$ cat config.mk
export PLATFORM = sky130hd
export DESIGN_NAME = pll_guard_regs
export DESIGN_NICKNAME = d
export VERILOG_FILES = /design/src/rtl/pll_guard_pkg.sv /design/src/rtl/pll_feed_fsm.sv /design/src/rtl/pll_cfg_bank.sv /design/src/rtl/pll_connect_gate.sv /design/src/rtl/pll_guard_regs.sv
export SDC_FILE = /design/constraint.sdc
export NUM_CORES = 1
export LEC_CHECK = 0
export CAP_MARGIN = 20
export CELL_PAD_IN_SITES_DETAIL_PLACEMENT = 1
export CELL_PAD_IN_SITES_GLOBAL_PLACEMENT = 2
export CORE_ASPECT_RATIO = 1.5
export CORE_MARGIN = 2
export CORE_UTILIZATION = 28
export DETAILED_ROUTE_END_ITERATION = 8
export GPL_TIMING_DRIVEN = 0
export PLACE_DENSITY_LB_ADDON = 0.1
export SYNTH_ARGS = -nofsm -noshare
export SYNTH_HDL_FRONTEND = slang
export SYNTH_SLANG_ARGS = --single-unit
$ cat constraint.sdc
create_clock -name clk -period 2.15 [get_ports clk]
set_clock_uncertainty 0.15 [all_clocks]
set_input_delay 0.43 -clock clk [delete_from_list [all_inputs] [get_ports clk]]
set_output_delay 0.43 -clock clk [all_outputs]
set_load 0.01 [all_outputs]
$ cat src/rtl/pll_guard_pkg.sv
package pll_guard_pkg;

  typedef enum logic [0:0] {FEED_IDLE = 1'b0, FEED_ARMED = 1'b1} feed_state_e;

  localparam logic [1:0] ADR_CFG    = 2'd0;
  localparam logic [1:0] ADR_CTRL   = 2'd1;
  localparam logic [1:0] ADR_FEED   = 2'd2;
  localparam logic [1:0] ADR_STATUS = 2'd3;

  localparam int N_LSB    = 16;
  localparam int EN_BIT   = 24;
  localparam int CONN_BIT = 25;
  localparam int LOCK_BIT = 26;

  // Next handshake state: any access leaves ARMED; only the first key arms.
  function automatic feed_state_e feed_next(feed_state_e cur, logic access,
                                            logic key1_wr);
    if (!access)               return cur;
    if (cur == FEED_ARMED)     return FEED_IDLE;
    return key1_wr ? FEED_ARMED : FEED_IDLE;
  endfunction

  // Oscillator frequency for given settings (zero pre-divider gives zero).
  function automatic longint unsigned cco_freq(longint unsigned fin,
                                               longint unsigned m,
                                               longint unsigned n);
    return (n == 0) ? 64'd0 : (2 * m * fin) / n;
  endfunction

endpackage

$ cat src/rtl/pll_feed_fsm.sv
module pll_feed_fsm
  import pll_guard_pkg::*;
#(
  parameter int          DATA_W = 32,
  parameter logic [7:0]  KEY1   = 8'hAA,
  parameter logic [7:0]  KEY2   = 8'h55
) (
  input  logic              clk,
  input  logic              rst_n,
  input  logic              access,
  input  logic              feed_wr,
  input  logic [DATA_W-1:0] wdata,
  output logic              armed,
  output logic              commit
);

  localparam logic [DATA_W-1:0] K1 = DATA_W'(KEY1);
  localparam logic [DATA_W-1:0] K2 = DATA_W'(KEY2);

  feed_state_e state;
  logic key1_wr, key2_wr;

  assign key1_wr = feed_wr && (wdata == K1);
  assign key2_wr = feed_wr && (wdata == K2);
  assign armed   = (state == FEED_ARMED);
  assign commit  = armed && access && key2_wr;

  always_ff @(posedge clk or negedge rst_n) begin
    if (!rst_n) state <= FEED_IDLE;
    else        state <= feed_next(state, access, key1_wr);
  end

  // first key from idle arms the handshake
  a_r4_key1_arms: assert property (@(posedge clk) disable iff (!rst_n)
    (!armed && access && key1_wr) |=> armed);

  // any access while armed ends the handshake
  a_r5_access_disarms: assert property (@(posedge clk) disable iff (!rst_n)
    (armed && access) |=> !armed);

  // idle cycles keep the armed state
  a_r5_idle_keeps: assert property (@(posedge clk) disable iff (!rst_n)
    (armed && !access) |=> armed);

  // a commit is a single-cycle event
  a_r3_commit_single: assert property (@(posedge clk) disable iff (!rst_n)
    commit |=> !commit);

endmodule

$ cat src/rtl/pll_cfg_bank.sv
module pll_cfg_bank #(
  parameter int M_W = 15,
  parameter int N_W = 8
) (
  input  logic           clk,
  input  logic           rst_n,
  input  logic           cfg_wr,
  input  logic           ctrl_wr,
  input  logic [M_W-1:0] wr_m,
  input  logic [N_W-1:0] wr_n,
  input  logic           wr_en,
  input  logic           wr_conn,
  input  logic           commit,
  output logic [M_W-1:0] pend_m,
  output logic [N_W-1:0] pend_n,
  output logic           pend_en,
  output logic           pend_conn,
  output logic [M_W-1:0] act_m,
  output logic [N_W-1:0] act_n,
  output logic           act_en,
  output logic           act_conn
);

  always_ff @(posedge clk or negedge rst_n) begin
    if (!rst_n) begin
      pend_m <= '0;
      pend_n <= '0;
    end else if (cfg_wr) begin
      pend_m <= wr_m;
      pend_n <= wr_n;
    end
  end

  always_ff @(posedge clk or negedge rst_n) begin
    if (!rst_n) begin
      pend_en   <= 1'b0;
      pend_conn <= 1'b0;
    end else if (ctrl_wr) begin
      pend_en   <= wr_en;
      pend_conn <= wr_conn;
    end
  end

  always_ff @(posedge clk or negedge rst_n) begin
    if (!rst_n) begin
      act_m    <= '0;
      act_n    <= '0;
      act_en   <= 1'b0;
      act_conn <= 1'b0;
    end else if (commit) begin
      act_m    <= pend_m;
      act_n    <= pend_n;
      act_en   <= pend_en;
      act_conn <= pend_conn;
    end
  end

  // a commit copies every shadow field together
  a_r3_commit_copies: assert property (@(posedge clk) disable iff (!rst_n)
    commit |=> (act_m == $past(pend_m) && act_n == $past(pend_n) &&
                act_en == $past(pend_en) && act_conn == $past(pend_conn)));

  // without a commit the committed set does not move
  a_r2_active_hold: assert property (@(posedge clk) disable iff (!rst_n)
    !commit |=> ($stable(act_m) && $stable(act_n) &&
                 $stable(act_en) && $stable(act_conn)));

endmodule

$ cat src/rtl/pll_connect_gate.sv
module pll_connect_gate (
  input  logic clk,
  input  logic rst_n,
  input  logic act_en,
  input  logic act_conn,
  input  logic lock,
  output logic eff_conn
);

  assign eff_conn = act_conn & act_en & lock;

  // without lock the switch is never connected
  a_r8_no_lock_no_conn: assert property (@(posedge clk) disable iff (!rst_n)
    !lock |-> !eff_conn);

  // no connection unless enabled
  a_r7_conn_needs_en: assert property (@(posedge clk) disable iff (!rst_n)
    eff_conn |-> act_en);

endmodule

$ cat src/rtl/pll_guard_regs.sv
module pll_guard_regs
  import pll_guard_pkg::*;
#(
  parameter int         DATA_W = 32,
  parameter int         M_W    = 15,
  parameter int         N_W    = 8,
  parameter logic [7:0] KEY1   = 8'hAA,
  parameter logic [7:0] KEY2   = 8'h55
) (
  input  logic              clk,
  input  logic              rst_n,
  input  logic              bus_valid,
  input  logic              bus_write,
  input  logic [1:0]        bus_addr,
  input  logic [DATA_W-1:0] bus_wdata,
  output logic [DATA_W-1:0] bus_rdata,
  input  logic              pll_lock,
  output logic [M_W-1:0]    pll_mult,
  output logic [N_W-1:0]    pll_prediv,
  output logic              pll_enable,
  output logic              pll_connect
);

  logic wr, cfg_wr, ctrl_wr, feed_wr;
  logic armed, commit;
  logic [M_W-1:0] pend_m, act_m;
  logic [N_W-1:0] pend_n, act_n;
  logic pend_en, pend_conn, act_en, act_conn;

  assign wr      = bus_valid && bus_write;
  assign cfg_wr  = wr && (bus_addr == ADR_CFG);
  assign ctrl_wr = wr && (bus_addr == ADR_CTRL);
  assign feed_wr = wr && (bus_addr == ADR_FEED);

  pll_feed_fsm #(.DATA_W(DATA_W), .KEY1(KEY1), .KEY2(KEY2)) u_feed (
    .clk(clk), .rst_n(rst_n), .access(bus_valid), .feed_wr(feed_wr),
    .wdata(bus_wdata), .armed(armed), .commit(commit)
  );

  pll_cfg_bank #(.M_W(M_W), .N_W(N_W)) u_bank (
    .clk(clk), .rst_n(rst_n), .cfg_wr(cfg_wr), .ctrl_wr(ctrl_wr),
    .wr_m(bus_wdata[M_W-1:0]), .wr_n(bus_wdata[N_LSB +: N_W]),
    .wr_en(bus_wdata[0]), .wr_conn(bus_wdata[1]), .commit(commit),
    .pend_m(pend_m), .pend_n(pend_n), .pend_en(pend_en), .pend_conn(pend_conn),
    .act_m(act_m), .act_n(act_n), .act_en(act_en), .act_conn(act_conn)
  );

  pll_connect_gate u_gate (
    .clk(clk), .rst_n(rst_n), .act_en(act_en), .act_conn(act_conn),
    .lock(pll_lock), .eff_conn(pll_connect)
  );

  assign pll_mult   = act_m;
  assign pll_prediv = act_n;
  assign pll_enable = act_en;

  always_comb begin
    bus_rdata = '0;
    unique case (bus_addr)
      ADR_CFG: begin
        bus_rdata[M_W-1:0]      = pend_m;
        bus_rdata[N_LSB +: N_W] = pend_n;
      end
      ADR_CTRL: begin
        bus_rdata[0] = pend_en;
        bus_rdata[1] = pend_conn;
      end
      ADR_FEED: bus_rdata = '0;
      ADR_STATUS: begin
        bus_rdata[M_W-1:0]      = act_m;
        bus_rdata[N_LSB +: N_W] = act_n;
        bus_rdata[EN_BIT]       = act_en;
        bus_rdata[CONN_BIT]     = act_conn;
        bus_rdata[LOCK_BIT]     = pll_lock;
      end
      default: bus_rdata = '0;
    endcase
  end

  // status enable field follows the committed enable output
  a_r9_status_en: assert property (@(posedge clk) disable iff (!rst_n)
    (bus_addr == ADR_STATUS) |-> (bus_rdata[EN_BIT] == pll_enable));

  // shadow writes alone never move the committed outputs
  a_r2_no_commit_no_change: assert property (@(posedge clk) disable iff (!rst_n)
    (!armed) |=> ($stable(pll_mult) && $stable(pll_enable)));

endmodule

* Word level (Yosys, flattened, before mapping)
Cells that the tools add are included.
** Storage, ports and cells
- Memories :: 0
- Memory bits (read-only) :: 0
- Latch bits :: 0
- Flip-flop bits (word level) :: 51
- Output and inout bits :: 57
- RAM bits :: 0
- Word-level logic and storage cells :: 36
- Bits of input ports :: 39
** Cells by class
- Order comparisons :: 0
- Divide/modulo/power cells :: 0
- Muxes and demuxes :: 11
- $add $sub $neg :: 0
- $mul :: 0
- Eq/ne operators :: 5
- Bitwise logic cells :: 2
- Shifts and indexed selects :: 0
- Reduce and logical (&&, ||, !) cells :: 9
** Operator list (count)
- $eq 32x7->1 const B :: 1
- $eq 32x8->1 const B :: 1
- $pmux 13 s2 :: 1
- $pmux 8 s2 :: 1
- $logic_and 1x1->1 :: 8
- $pmux 2 s4 :: 1
- $mux 1 :: 7
- $eq 2x2->1 const B :: 2
- $mux 3 :: 1
- $and 1x1->1 :: 2
- $eq 2x1->1 const B :: 1
- $logic_not 2->1 :: 1

* Longest topological paths before layout
- Depth in word-level cells :: 6
- Gate-level depth with buffers :: 7
- Depth with buffers taken out :: 6

* Hierarchy
Synthesis repeated with hierarchy kept, for this count alone.
** Unflattened totals
- Cell total of the unflattened synthesis :: 200
- Area, all modules :: 2716.4 um^2
** By module, submodules not included
- pll_cfg_bank :: area an instance 1963.1 um^2, seq. area each 1251.2 um^2, instances 1, cells an instance 105
- pll_guard_regs :: area an instance 581.8 um^2, seq. area each 0.0 um^2, instances 1, cells an instance 75
- pll_feed_fsm :: area an instance 165.2 um^2, seq. area each 25.0 um^2, instances 1, cells an instance 19
- pll_connect_gate :: area an instance 6.3 um^2, seq. area each 0.0 um^2, instances 1, cells an instance 1

* Worst setup path before layout
OpenSTA, ideal clock, no wires.
- Path kind :: input-to-reg
- Start :: in bus_addr[0]
- End :: reg u_bank.act_m[10]
- Cell stages on the path :: 7
- Required time :: 1875 ps
- Path slack :: -3 ps
- Setup time :: 125 ps
- Data arrival time :: 1878 ps
- Path buffers :: 1
- Path through :: inv_1 > ha_1 > nor4b_2 > nand4_1 > nor3_4 > buf_12 > mux2_4
** Between the ends
- Longest elaborated chain between the ends :: 4
** Ends and longest elaborated chain
- start, declared :: RTL line pll_guard_regs.sv:14 : input logic [1:0] bus_addr,
- $eq 2x2->1 :: RTL line pll_guard_regs.sv:33 : assign feed_wr = wr && (bus_addr == ADR_FEED);
- $logic_and 1x1->1 :: RTL line pll_guard_regs.sv:33
- $logic_and 1x1->1 :: RTL line pll_feed_fsm.sv:24 : assign key2_wr = feed_wr && (wdata == K2);
- $logic_and 1x1->1 :: RTL line pll_feed_fsm.sv:26 : assign commit = armed && access && key2_wr;
- end signal, assigned :: RTL line pll_cfg_bank.sv:51 : act_m <= pend_m;
- end, declared :: RTL line pll_cfg_bank.sv:18 : output logic [M_W-1:0] act_m,
Every way passes these cells.
A chain may end at the register's enable or synchronous reset.

* Final worst setup path
- Start :: in bus_addr[0]
- End :: out bus_rdata[12]
** Between the ends
- Longest elaborated chain between the ends :: 2
- Elaborated cells on any way between the ends :: 3
- Those cells by class :: eq/ne (1); mux (1); reduce/logical (1)
** Ends and longest elaborated chain
- $eq 2x2->1 or $logic_not 2->1 (tied branches) :: RTL line pll_guard_regs.sv:59 : unique case (bus_addr)
- $pmux 13 s2 (*) :: RTL line pll_guard_regs.sv:59
- end, declared :: RTL line pll_guard_regs.sv:16 : output logic [DATA_W-1:0] bus_rdata,
Mark *: on every way between the ends. The rest lies on a longest branch, timed or not.

==> impl_metrics.json <==
{
  "ant_nets": 0,
  "place_congestion": 0.695,
  "rsz0062_at_grt": "true",
  "vdd_drop_max_mv": 0.334,
  "netlist_instances": 198,
  "maxSlewHeadroom_pct": 54.9,
  "synth_warnings": 0,
  "synth-edff-count": 0,
  "status": "complete, no violations",
  "placed_cells": 403,
  "cp_cell_sequence": "buf_4, inv_4, buf_12, ha_4, buf_6, a22oi_1, nor2_1, dlygate4sd2_1",
  "setup.worst_path.end_class": "output port",
  "synth_area_leaders": "dfrtp_1 50%, mux2_2 13%, mux2_4 12%",
  "yosysTopAreaCell": "dfrtp_1",
  "cp.arrival_ns": 1.55,
  "vias": 1986,
  "start_util_pct": 29.0,
  "drc": 0,
  "clock_sinks": 51,
  "hp-class": "input port to flop",
  "p_leak_nw": 1.87,
  "avgSynthCellArea_sq_um": 13.0,
  "synth_cell_type_count": 27,
  "cp_slowest_cell": "dlygate4sd2_1",
  "finalCritPeriodShare_pct": 98.9,
  "insertion_delay_ns": 0.28,
  "finalMaxSlewViolations": 0,
  "grt_use_total_pct": 16.1,
  "grt_pass1_vias": 2167,
  "cts_root_buf": "clkbuf_16",
  "clock_path_buffers": 2,
  "core_sq_um": 8880,
  "die_w_microns": 82.3,
  "path_clk_slew_ns": 0.06,
  "fmax_ghz": 0.470,
  "drt_iter0_markers": 69,
  "slowest_delay_ns": 0.28,
  "drive_above_1_share_pct": 33.8,
  "hold_violations": 0,
  "async_flop_share_pct": 100,
  "grt_first_pass_wirelength_microns": 12100,
  "overflow": 0,
  "setup_viol": 0,
  "fin_cells": 422,
  "syn2layout_area_growth_pct": 56.6,
  "powerDensity_nw_per_um2": 577,
  "cts_tree": "built",
  "rows": 42,
  "yosysTopAreaCellShare_pct": 49.6,
  "die-area_sq_um": 9990,
  "seq_area_frac_synth_pct": 49.6,
  "htreeDepth": 2,
  "post_drt_wl_per_cell_microns": 17.8,
  "routed_via_density": 4.71,
  "io_pins": 96,
  "cp_data_required_time_ns": 1.57,
  "critPathMaxFanout": 10,
  "fin_crit_ns": 2.13,
  "worst_slew_pin_slew_ns": 0.676,
  "io_buffers": 89,
  "place_area_sq_um": 3640,
  "maxCapViolations": 0,
  "cts_made_buffers": 5,
  "crit_type": "input port to output port",
  "ys.flop_type": "dfrtp_1",
  "total_power_mw": 2.33,
  "antenna_found_initial": 1,
  "dp_hpwl_microns": 5520,
  "start_kind": "input port",
  "wirelength_microns": 7500,
  "grt_start_max_net_pins": 36,
  "finalNetCount": 354,
  "first_pass_iters": 4,
  "ys_ff_latch": 51,
  "design_area_sq_um": 4030,
  "die_h_microns": 121,
  "synth_area_sq_um": 2570
}
==> Yosys cell counts (2+ instances only) <==
| library cell | count |
|---|---|
| nand4_1 | 2 |
| mux2_4 | 20 |
| o21ai_0 | 2 |
| a22oi_1 | 23 |
| and2_1 | 3 |
| nand2_1 | 3 |
| inv_1 | 2 |
| dfrtp_1 | 51 |
| buf_1 | 2 |
| nor4_2 | 2 |
| nor2_1 | 21 |
| nor4_1 | 2 |
| ha_1 | 5 |
| clkbuf_1 | 7 |
| nand3_1 | 3 |
| buf_4 | 6 |
| buf_12 | 2 |
| mux2_2 | 30 |
| nor4bb_1 | 4 |
==> path summary, 6_finish.rpt <==
kind | cells past startpoint | to | slack [ns] | startpoint
worst max-delay path | 8 | bus_rdata[12] | 0.02 | bus_addr[0]
worst min-delay path | 2 | u_bank.pend_m[6] | 0.33 | bus_wdata[6]
worst max register to register | 6 | u_bank.act_m[8] | 0.48 | u_feed.armed
worst min register to register | 1 | u_feed.armed | 0.35 | u_feed.armed
max in group asynchronous | 3 | u_bank.act_m[1] | 0.85 | rst_n
min in group asynchronous | 2 | u_bank.act_n[4] | 0.46 | rst_n
==> kinds of logic (layout without fill, tap and decap cells) <==
logic type | after synthesis | count (layout) | synth area share [%]
other | 1 | 7 | 0.146
AND/OR/NAND/NOR | 46 | 46 | 10.7
adder cells (fa/ha/maj) | 5 | 5 | 2.43
buffers and inverters | 19 | 127 | 4.91
multiplexers | 50 | 50 | 24.8
flip-flops | 51 | 51 | 49.6
AO/OA/AOI/OAI | 26 | 26 | 7.44
==> through the flow <==
stage                     setup TNS (ns)  hold WS, ns  setup WS (ns)  utilization, %
after floorplan                        0      -0.0156         0.0675               -
after global placement           -124.15        0.326          -1.32            40.8
after detailed placement          -66.27        0.242          -1.38            40.9
after CTS                      -0.000511        0.360      -0.000511            44.9
after global routing              -0.992        0.328        -0.0559            45.4
final                                  0        0.330         0.0237            45.4
==> cell usage in the layout (no fill, tap or decap), types with 2 or more instances in the layout <==
cell type / count
a22oi_1: 15
a22oi_2: 8
and2_1: 3
buf_12: 6
buf_2: 2
buf_4: 12
buf_6: 3
clkbuf_1: 3
clkbuf_16: 5
clkbuf_8: 4
clkdlybuf4s15_1: 7
clkdlybuf4s50_1: 31
conb_1: 6
dfrtp_1: 51
dlygate4sd2_1: 45
dlymetal6s2s_1: 3
ha_1: 3
ha_4: 2
mux2_2: 30
mux2_4: 20
nand2_1: 3
nand3_1: 2
nand4_1: 2
nor2_1: 21
nor4_2: 4
nor4bb_1: 3
o21ai_0: 2
==> final cells by class <==
class                      instances  area, sq um
clock buffer                       6          129
timing repair buffer             101          996
clock inverter                     2         12.5
antenna                            1         2.50
sequential                        51         1280
fill                             948         4850
buffer                            16          170
inverter                           2         10.0
multi-input combinational        133         1300
tap                              110          138
==> layer usage <==
metal	vias up	share of wire (%)	track usage, %
met5	-	0	0
met4	0	0.77	3.13
met3	4	4.0	2.90
met2	50	53	27.8
met1	996	42	20.7
li1	936	-	-
==> timing repair <==
action                                  in CTS  in global routing
hold buffers                                 1                  0
hold endpoints to repair                    16                  0
cloned                                       1                  0
gates resized for setup                    101                 11
pin swaps                                   13                  8
setup buffers                                9                  0
endpoints found under the setup margin      72                 40
==> state kept, by name (all words and copies together), names as in the netlist <==
signal / flops
u_bank.act_conn: 1
u_bank.act_en: 1
u_bank.act_m: 15
u_bank.act_n: 8
u_bank.pend_conn: 1
u_bank.pend_en: 1
u_bank.pend_m: 15
u_bank.pend_n: 8
u_feed.armed: 1
==> worst max-delay path, delay by kind of cell <==
family / cells / cell delay [ns]
fa+ha+maj: 1 / 0.17
simple gates: 1 / 0.06
buf+inv: 5 / 0.70
compound gates: 1 / 0.18
==> report_power, final <==
group	internal, mW	switching [mW]	total, mW
Combinational	0.229	0.169	0.398
Sequential	1.06	0.0877	1.15
Clock	0.430	0.347	0.777
Total	1.72	0.603	2.33
Power figures use the tool's default switching activity.
